## src/rtl/serial_rx_pkg.sv

```systemverilog
package serial_rx_pkg;
    typedef enum logic [2:0] {
        RX_IDLE, RX_START, RX_DATA, RX_PARITY, RX_STOP1, RX_STOP2
    } rx_state_e;

    typedef struct packed {
        logic two_stop;
        logic odd_par;
        logic par_on;
        logic seven;
        logic enable;
    } rx_cfg_t;

    localparam logic [1:0] ADDR_DATA = 2'd0;
    localparam logic [1:0] ADDR_STAT = 2'd1;
    localparam logic [1:0] ADDR_CTRL = 2'd2;
endpackage

```

## src/rtl/serial_rx_sync.sv

```systemverilog
module serial_rx_sync #(
    parameter int STAGES = 2
) (
    input  logic clk,
    input  logic rst_n,
    input  logic rxd,
    output logic line,
    output logic fall
);
    logic [STAGES-1:0] chain_q;
    logic              prev_q;

    always_ff @(posedge clk) begin
        if (!rst_n) begin
            chain_q <= '1;
            prev_q  <= 1'b1;
        end else begin
            chain_q <= {chain_q[STAGES-2:0], rxd};
            prev_q  <= chain_q[STAGES-1];
        end
    end

    assign line = chain_q[STAGES-1];
    assign fall = prev_q & ~line;
endmodule

```

## src/rtl/serial_rx_fsm.sv

```systemverilog
module serial_rx_fsm
    import serial_rx_pkg::*;
#(
    parameter int OVERSAMPLE = 16,
    parameter int DATA_W     = 8
) (
    input  logic              clk,
    input  logic              rst_n,
    input  logic              tick,
    input  logic              line,
    input  logic              fall,
    input  rx_cfg_t           cfg,
    input  logic              hold,
    output logic              done,
    output logic [DATA_W-1:0] char_o,
    output logic              ferr_o,
    output logic              perr_o
);
    localparam int CNT_W = $clog2(OVERSAMPLE);
    localparam int BIT_W = $clog2(DATA_W);
    localparam logic [CNT_W-1:0] MID_CNT  = CNT_W'(OVERSAMPLE / 2 - 1);
    localparam logic [CNT_W-1:0] LAST_CNT = CNT_W'(OVERSAMPLE - 1);
    localparam logic [BIT_W-1:0] LAST8    = BIT_W'(DATA_W - 1);
    localparam logic [BIT_W-1:0] LAST7    = BIT_W'(DATA_W - 2);

    rx_state_e         state_q, state_d;
    logic [CNT_W-1:0]  cnt_q;
    logic [BIT_W-1:0]  bit_q;
    logic [DATA_W-1:0] shift_q;
    logic              parbit_q;
    logic              centre;
    logic [BIT_W-1:0]  last_idx;
    logic [DATA_W-1:0] word;

    assign centre   = tick && (cnt_q == LAST_CNT);
    assign last_idx = cfg.seven ? LAST7 : LAST8;
    assign word     = cfg.seven ? {1'b0, shift_q[DATA_W-1:1]} : shift_q;

    // next-state logic
    always_comb begin
        state_d = state_q;
        if (!cfg.enable) begin
            state_d = RX_IDLE;
        end else begin
            unique case (state_q)
                RX_IDLE:   if (fall && !hold) state_d = RX_START;
                RX_START:  if (tick && cnt_q == MID_CNT) state_d = line ? RX_IDLE : RX_DATA;
                RX_DATA:   if (centre && bit_q == last_idx) state_d = cfg.par_on ? RX_PARITY : RX_STOP1;
                RX_PARITY: if (centre) state_d = RX_STOP1;
                RX_STOP1:  if (centre) state_d = cfg.two_stop ? RX_STOP2 : RX_IDLE;
                RX_STOP2:  if (centre) state_d = RX_IDLE;
                default:   state_d = RX_IDLE;
            endcase
        end
    end

    // state register
    always_ff @(posedge clk) begin
        if (!rst_n) state_q <= RX_IDLE;
        else        state_q <= state_d;
    end

    // datapath and outputs
    always_ff @(posedge clk) begin
        if (!rst_n) begin
            cnt_q    <= '0;
            bit_q    <= '0;
            shift_q  <= '0;
            parbit_q <= 1'b0;
            done     <= 1'b0;
            char_o   <= '0;
            ferr_o   <= 1'b0;
            perr_o   <= 1'b0;
        end else begin
            done <= 1'b0;
            if (state_d != state_q || state_q == RX_IDLE)
                cnt_q <= '0;
            else if (tick)
                cnt_q <= (cnt_q == LAST_CNT) ? '0 : cnt_q + 1'b1;

            if (state_q == RX_START)
                bit_q <= '0;

            if (cfg.enable) begin
                unique case (state_q)
                    RX_DATA: if (centre) begin
                        shift_q <= {line, shift_q[DATA_W-1:1]};
                        bit_q   <= bit_q + 1'b1;
                    end
                    RX_PARITY: if (centre) parbit_q <= line;
                    RX_STOP1: if (centre) begin
                        done   <= 1'b1;
                        char_o <= word;
                        ferr_o <= ~line;
                        perr_o <= cfg.par_on && (((^word) ^ parbit_q) != cfg.odd_par);
                    end
                    default: ;
                endcase
            end
        end
    end

    assert_hold_blocks_R9: assert property (@(posedge clk) disable iff (!rst_n)
        (state_q == RX_IDLE && hold) |=> (state_q == RX_IDLE));
    assert_disabled_idle_R12: assert property (@(posedge clk) disable iff (!rst_n)
        !cfg.enable |=> (state_q == RX_IDLE));
    assert_load_after_stop_R3: assert property (@(posedge clk) disable iff (!rst_n)
        done |-> ($past(state_q) == RX_STOP1));
endmodule

```

## src/rtl/serial_rx_regs.sv

```systemverilog
module serial_rx_regs
    import serial_rx_pkg::*;
#(
    parameter int DATA_W = 8
) (
    input  logic              clk,
    input  logic              rst_n,
    input  logic [1:0]        addr,
    input  logic              wr,
    input  logic              rd,
    input  logic [DATA_W-1:0] wdata,
    output logic [DATA_W-1:0] rdata,
    input  logic              done,
    input  logic [DATA_W-1:0] char_i,
    input  logic              ferr_i,
    input  logic              perr_i,
    output rx_cfg_t           cfg,
    output logic              hold
);
    localparam int CFG_W = $bits(rx_cfg_t);

    logic [DATA_W-1:0] data_q;
    logic full_q, fe_q, pe_q, arm_fe_q, arm_pe_q;
    logic rd_data, rd_stat, wr_stat, wr_ctrl;
    logic bus_unused;

    assign rd_data = rd && addr == ADDR_DATA;
    assign rd_stat = rd && addr == ADDR_STAT;
    assign wr_stat = wr && addr == ADDR_STAT;
    assign wr_ctrl = wr && addr == ADDR_CTRL;
    assign hold    = fe_q | pe_q;
    assign bus_unused = &{1'b0, wdata[DATA_W-1:CFG_W], wdata[0]};

    always_ff @(posedge clk) begin
        if (!rst_n) begin
            data_q   <= '0;
            full_q   <= 1'b0;
            fe_q     <= 1'b0;
            pe_q     <= 1'b0;
            arm_fe_q <= 1'b0;
            arm_pe_q <= 1'b0;
            cfg      <= '0;
        end else begin
            if (wr_ctrl) cfg <= rx_cfg_t'(wdata[CFG_W-1:0]);
            if (rd_data) full_q <= 1'b0;
            if (rd_stat) begin
                arm_fe_q <= fe_q;
                arm_pe_q <= pe_q;
            end
            if (wr_stat) begin
                if (arm_fe_q && !wdata[1]) fe_q <= 1'b0;
                if (arm_pe_q && !wdata[2]) pe_q <= 1'b0;
                arm_fe_q <= 1'b0;
                arm_pe_q <= 1'b0;
            end
            if (done) begin
                data_q <= char_i;
                if (!ferr_i && !perr_i) full_q <= 1'b1;
                if (ferr_i) fe_q <= 1'b1;
                if (perr_i) pe_q <= 1'b1;
            end
        end
    end

    always_comb begin
        unique case (addr)
            ADDR_DATA: rdata = data_q;
            ADDR_STAT: rdata = {{(DATA_W-3){1'b0}}, pe_q, fe_q, full_q};
            ADDR_CTRL: rdata = {{(DATA_W-CFG_W){1'b0}}, cfg};
            default:   rdata = '0;
        endcase
    end

    assert_err_char_no_full_R6: assert property (@(posedge clk) disable iff (!rst_n)
        (done && (ferr_i || perr_i) && !rd_data) |=> (full_q == $past(full_q)));
    assert_fe_clear_protocol_R10: assert property (@(posedge clk) disable iff (!rst_n)
        $fell(fe_q) |-> $past(arm_fe_q && wr_stat && !wdata[1]));
    assert_pe_clear_protocol_R10: assert property (@(posedge clk) disable iff (!rst_n)
        $fell(pe_q) |-> $past(arm_pe_q && wr_stat && !wdata[2]));
    assert_fe_set_by_frame_R11: assert property (@(posedge clk) disable iff (!rst_n)
        $rose(fe_q) |-> $past(done && ferr_i));
    assert_pe_set_by_frame_R5: assert property (@(posedge clk) disable iff (!rst_n)
        $rose(pe_q) |-> $past(done && perr_i));
endmodule

```

## src/rtl/serial_rx_unit.sv

```systemverilog
module serial_rx_unit
    import serial_rx_pkg::*;
#(
    parameter int OVERSAMPLE  = 16,
    parameter int DATA_W      = 8,
    parameter int SYNC_STAGES = 2
) (
    input  logic              clk,
    input  logic              rst_n,
    input  logic              os_tick,
    input  logic              rxd,
    input  logic [1:0]        bus_addr,
    input  logic              bus_wr,
    input  logic              bus_rd,
    input  logic [DATA_W-1:0] bus_wdata,
    output logic [DATA_W-1:0] bus_rdata
);
    logic              line, fall, hold, done, ferr, perr;
    logic [DATA_W-1:0] char_w;
    rx_cfg_t           cfg;

    serial_rx_sync #(.STAGES(SYNC_STAGES)) u_sync (
        .clk(clk), .rst_n(rst_n), .rxd(rxd), .line(line), .fall(fall)
    );

    serial_rx_fsm #(.OVERSAMPLE(OVERSAMPLE), .DATA_W(DATA_W)) u_fsm (
        .clk(clk), .rst_n(rst_n), .tick(os_tick), .line(line), .fall(fall),
        .cfg(cfg), .hold(hold), .done(done), .char_o(char_w),
        .ferr_o(ferr), .perr_o(perr)
    );

    serial_rx_regs #(.DATA_W(DATA_W)) u_regs (
        .clk(clk), .rst_n(rst_n), .addr(bus_addr), .wr(bus_wr), .rd(bus_rd),
        .wdata(bus_wdata), .rdata(bus_rdata), .done(done), .char_i(char_w),
        .ferr_i(ferr), .perr_i(perr), .cfg(cfg), .hold(hold)
    );
endmodule

```

## config.mk

```make
export PLATFORM = sky130hd
export DESIGN_NAME = serial_rx_unit
export DESIGN_NICKNAME = d
export VERILOG_FILES = /design/src/rtl/serial_rx_pkg.sv /design/src/rtl/serial_rx_sync.sv /design/src/rtl/serial_rx_fsm.sv /design/src/rtl/serial_rx_regs.sv /design/src/rtl/serial_rx_unit.sv
export SDC_FILE = /design/constraint.sdc
export NUM_CORES = 1
export LEC_CHECK = 0
export BUFFER_PORTS_ARGS = -buffer_cell sky130_fd_sc_hd__clkbuf_2
export CAP_MARGIN = 20
export CORE_UTILIZATION = 40
export CTS_BUF_LIST = sky130_fd_sc_hd__clkbuf_4 sky130_fd_sc_hd__clkbuf_8 sky130_fd_sc_hd__clkbuf_16
export DETAILED_ROUTE_END_ITERATION = 10
export HOLD_SLACK_MARGIN = 0.02
export PLACE_DENSITY = 0.58
export SYNTH_ARGS = -nofsm -noshare
export SYNTH_HDL_FRONTEND = slang
export SYNTH_SLANG_ARGS = --single-unit
```

## constraint.sdc

```tcl
create_clock -name clk -period 1.9 [get_ports clk]
set_input_delay 0.19 -clock clk [delete_from_list [all_inputs] [get_ports clk]]
set_output_delay 0.19 -clock clk [all_outputs]
set_load 0.01 [all_outputs]
```

# Word-level counts from Yosys, hierarchy flattened
# Cells that the tools add are included.
[classes]
add_sub_neg = 2
eq_ne = 12
n_mux = 31
n_bitwise = 5
reduce_logical = 27
[ops]
columns = ["op", "n"]
rows = [
  ["$mux W3", 13],
  ["$pmux W8 S3", 1],
  ["$pmux W3 S6", 1],
  ["$mux W1", 13],
  ["$logic_and A1 B1 Y1", 12],
  ["$reduce_and A3 Y1", 4],
  ["$mux W8", 1],
  ["$reduce_xor A8 Y1", 1],
  ["$eq A3 B2 Y1 const B", 2],
  ["$eq A3 B3 Y1 const B", 2],
  ["$logic_not A1 Y1", 5],
  ["$add A4 B1 Y4 const B", 1],
  ["$eq A4 B3 Y1 const B", 1],
  ["$eq A4 B4 Y1 const B", 1],
  ["$mux W4", 1],
  ["$reduce_or A2 Y1", 2],
  ["$add A3 B1 Y3 const B", 1],
  ["$eq A3 B1 Y1 const B", 1],
  ["$eq A3 B3 Y1", 1],
  ["$logic_not A3 Y1", 1],
  ["$ne A3 B3 Y1", 1],
  ["$eq A2 B1 Y1 const B", 1],
  ["$eq A2 B2 Y1 const B", 1],
  ["$logic_not A2 Y1", 1],
  ["7 further kinds", 8],
]
[word_totals]
register_bits = 51
output_inout_bits = 8
wordCells = 99

# Depth between registers and ports, before layout
[depth]
depth_word = 9
ltp_mapped = 7
depth_no_buf = 6

# Hierarchy
# Synthesis repeated with hierarchy kept, for this count alone.
[unflattened]
hier_cells = 277
hier_area_um2 = 2544.9
[by_module_without_submodules]
columns = ["mod", "n_inst", "cells_per_inst", "area_per_inst_um2", "seq_area_each_um2"]
rows = [
  ["serial_rx_fsm", 1, 176, 1590.3, 600.6],
  ["serial_rx_regs", 1, 94, 869.6, 360.3],
  ["serial_rx_sync", 1, 7, 85.1, 60.1],
]

# Least setup slack after synthesis
# No wires, ideal clock.
[synth_timing]
kind = "register to register"
from = "reg u_fsm.cnt_q[0]"
to = "reg u_fsm.state_q[0]"
setup_ns = 0.120
t_arrival_ns = 1.479
t_required_ns = 1.780
setup_slack_ns = 0.301
path_stages_with_launch = 6
n_path_buf = 0
period_less_slack_ns = 1.599
path_cell_list = "dfxtp_1 ha_1 and4_4 mux2_2 a22oi_1 a21oi_1"
[synth_via]
elab_chain_len = 6
[synth_lines]
columns = ["item", "line", "text"]
rows = [
  ["start, declared", "serial_rx_fsm.sv:27", "logic [CNT_W-1:0] cnt_q;"],
  ["start signal, assigned", "serial_rx_fsm.sv:79", "cnt_q <= (cnt_q == LAST_CNT) ? '0 : cnt_q + 1'b1;"],
  ["$eq A4 B4 Y1", "serial_rx_fsm.sv:35", "assign centre = tick && (cnt_q == LAST_CNT);"],
  ["$logic_and A1 B1 Y1", "serial_rx_fsm.sv:35", ""],
  ["$logic_and A1 B1 Y1", "serial_rx_fsm.sv:48", "RX_DATA: if (centre && bit_q == last_idx) state_d = cfg.par_on ? RX_PARITY : RX_STOP1;"],
  ["$mux W3", "serial_rx_fsm.sv:48", ""],
  ["$pmux W3 S6 *", "serial_rx_fsm.sv:45", "unique case (state_q)"],
  ["$mux W3 *", "serial_rx_fsm.sv:42", "if (!cfg.enable) begin"],
  ["end signal, assigned", "serial_rx_fsm.sv:60", "else state_q <= state_d;"],
  ["end, declared", "serial_rx_fsm.sv:26", "rx_state_e state_q, state_d;"],
]
# Mark *: on every way between the ends. The rest lies on a longest branch, timed or not.
# A chain may end at the register's enable or synchronous reset.

# Worst setup path after layout
[layout_timing]
from = "reg u_fsm.cnt_q[0]"
to = "reg u_fsm.char_o[0]"
[layout_via]
elab_chain_len = 3
[layout_lines]
columns = ["item", "line", "text"]
rows = [
  ["$eq A4 B4 Y1", "serial_rx_fsm.sv:35", ""],
  ["$logic_and A1 B1 Y1", "serial_rx_fsm.sv:35", ""],
  ["$reduce_and A3 Y1 (no source line)", "n/a", ""],
  ["end signal, assigned", "serial_rx_fsm.sv:93", "char_o <= word;"],
  ["end, declared", "serial_rx_fsm.sv:15", "output logic [DATA_W-1:0] char_o,"],
]
# No other way between the ends.

==> impl_metrics.env <==
export IMPL_cts_hold_buf=0
export IMPL_synth_compound_area_share_pct=12.4
export IMPL_synthAdderAreaFrac_pct=0.973
export IMPL_synthTopCellsByCount="dfxtp_1 (51), mux2i_1 (35), nor2b_1 (30), nand2_1 (22), o21ai_0 (11)"
export IMPL_worst_slack_ps=144
export IMPL_ios=24
export IMPL_first_pass_iters=4
export IMPL_relSlewSlack_pct=62.6
export IMPL_hold_ws_ps=76.2
export IMPL_end_kind="register"
export IMPL_maxCapViolations=0
export IMPL_drc=0
export IMPL_synth_distinct_cells=48
export IMPL_std_cell_rows=28
export IMPL_clockRootBuffer="clkbuf_8"
export IMPL_wl_per_cell_um=13.9
export IMPL_preCtsSetupSlack_ps=171
export IMPL_final_nets=300
export IMPL_worst_path_max_fanout=21
export IMPL_tritoncts="done"
export IMPL_path_clk_slew_ps=90
export IMPL_required_ps=2100
export IMPL_overflow=0
export IMPL_clockBufferDepth=2
export IMPL_worstSkewPairLatency_ps=300
export IMPL_dp_hpwl_mm=3.56
export IMPL_fill_cells=631
export IMPL_synth_simple_gate_area_share_pct=24.2
export IMPL_tns_ps=0
export IMPL_start_util_pct=42.4
export IMPL_cts_max_level=2
export IMPL_path_class="reg -> reg"
export IMPL_synth_edf_count=0
export IMPL_yosysMostFrequentCell="dfxtp_1"
export IMPL_ant_nets=0
export IMPL_grt_setup_unrepaired="false"
export IMPL_cp_arrival_ps=1950
export IMPL_fin_crit_sh_pct=92.4
export IMPL_gp_congestion=0.817
export IMPL_synth_warnings=0
export IMPL_cts_inserted_buffers=5
export IMPL_cts_sinks=51
export IMPL_synth_area_leaders="dfxtp_1 (40%), mux2i_1 (14%), nor2b_1 (7.3%)"
export IMPL_synth_cells=266
export IMPL_critPathLaunchType="register"
export IMPL_finalSetupViolations=0
export IMPL_antenna_found_initial=0
export IMPL_synth_top_area_share_pct=39.7
export IMPL_core_sq_um=6060
export IMPL_multi_input_area_sq_um=1440
export IMPL_vias=1894
export IMPL_fmax_mhz=569
export IMPL_die_h_um=82.2
export IMPL_drive_gt1_share_pct=14.9
export IMPL_antennaDiodeCount=0
export IMPL_area_growth_pct=10.1
export IMPL_peakVddDrop_uv=411
export IMPL_period_minus_slack_ps=1760
export IMPL_post_cts_buffers=0
export IMPL_grt_total_usage_pct=16.0
export IMPL_seq_area_frac_synth_pct=39.7
export IMPL_cts_resized=0
export IMPL_synth_area_mux_share_pct=14.1
export IMPL_final_max_slew_viol_count=0
export IMPL_grt_max_degree=34
export IMPL_synth_seq_cells=51
export IMPL_worst_pin_slew_ps=561
export IMPL_hold_viol=0
export IMPL_hp_class="in -> reg"
export IMPL_outcome="finished clean"
export IMPL_synth_async_reset_ratio_pct=0
export IMPL_synth_ff_type="dfxtp_1"
export IMPL_power_density_nw_per_um2=674
export IMPL_seq_area_sq_um=1020
export IMPL_drt_total_wl_mm=4.96
export IMPL_syn_cell_area_sq_um=2570
export IMPL_grt_pass1_vias=1673
export IMPL_drtIter0Drc=73
export IMPL_power_leakage_nw=1.10
export IMPL_syn_area_per_cell_sq_um=9.67
export IMPL_die_area_sq_um=6760
export IMPL_port_buffers=20
export IMPL_synth_xor_area_share_pct=4.28
export IMPL_synth_top_family_by_area="simple AND/OR/NAND/NOR gates"
export IMPL_yosysTopAreaCell="dfxtp_1"
export IMPL_totalPowerFinal_mw=1.91
export IMPL_synth_fp_nets=284
export IMPL_grt_pass1_wl_mm=8.17
export IMPL_die_x_um=82.2
export IMPL_finClkSkew_ps=11.0
export IMPL_drt_vias_per_instance=5.31
-- report_power, final --
part	switching [mW]	total (mW)	leakage, nW	internal, mW
clock	0.354	0.739	0.0502	0.385
sequential	0.00651	1.08	0.412	1.07
combinational	0.0477	0.0893	0.641	0.0415
total	0.408	1.91	1.10	1.50
-- path summary, 6_finish.rpt --
path | from | endpoint | slack [ps] | cells past startpoint
max | u_fsm.cnt_q[0] | u_fsm.char_o[0] | 140 | 5
min | rxd | u_sync.chain_q[0] | 80 | 2
max reg2reg | u_fsm.cnt_q[0] | u_fsm.char_o[0] | 140 | 5
min reg2reg | u_sync.chain_q[0] | u_sync.chain_q[1] | 410 | 1
-- critical path, stage by stage, from the launching register on --
cell     delay, ps
dfxtp_1        390
ha_1           320
and4_4         310
and4_4         370
nand3_1        110
o211a_1        140
-- state kept, by name, indices dropped and copies added, names as in the netlist --
signal and count:
u_regs.data_q 8, u_regs.full_q 1, u_fsm.state_q 3, u_sync.prev_q 1, u_fsm.done 1, u_regs.fe_q 1, u_fsm.parbit_q 1, u_fsm.cnt_q 4
u_regs.arm_fe_q 1, u_regs.arm_pe_q 1, u_fsm.char_o 8, u_fsm.perr_o 1, u_sync.chain_q 2, u_regs.cfg 5, u_fsm.shift_q 8, u_fsm.bit_q 3
u_fsm.ferr_o 1, u_regs.pe_q 1
-- metal layers --
metal  part of all wire [%]  wire length [um]  up-vias  GRT usage (%)
met1                     51              2510      890           22.2
met4                    1.0                50        0           4.56
met2                     45              2230       29           24.0
met5                      0                 0        -              0
met3                    3.3               165        5           4.62
li1                       -                 -      970              -
-- stage by stage --
| stage | instances | cell area (sq um) | util, % |
|---|---|---|---|
| after floorplan | 266 | 2570 | - |
| final | 357 | 2830 | 46.7 |
| after CTS | 357 | 2830 | 46.7 |
| after global routing | 357 | 2830 | 46.7 |
| after global placement | 350 | 2730 | 45.0 |
| after detailed placement | 350 | 2730 | 45.0 |
-- layout make-up --
| type | count | area share [%] |
|---|---|---|
| multi-input cells | 194 | 50.8 |
| repair buffers | 26 | 5.57 |
| well taps | 75 | 3.31 |
| clock buffers | 5 | 2.43 |
| inverters | 4 | 0.530 |
| flip-flops and latches | 51 | 36.1 |
| clock inverters | 2 | 1.33 |
-- logic make-up after synthesis --
kind of cell    count (synthesis)
fa+ha+maj                       2
compound gates                 42
xor+xnor                       11
flops                          51
simple gates                  103
mux                            36
buf+inv                        21
-- cell usage in the layout, fill, tap and decap left out, types with 8 or more instances in the layout --
cell / instances
clkbuf_2: 20
o21ai_0: 11
nor2_1: 10
o211a_1: 8
dfxtp_1: 51
mux2i_1: 35
nor2b_1: 30
nand2_1: 22
No activity file was read; power rests on OpenSTA's default activity.
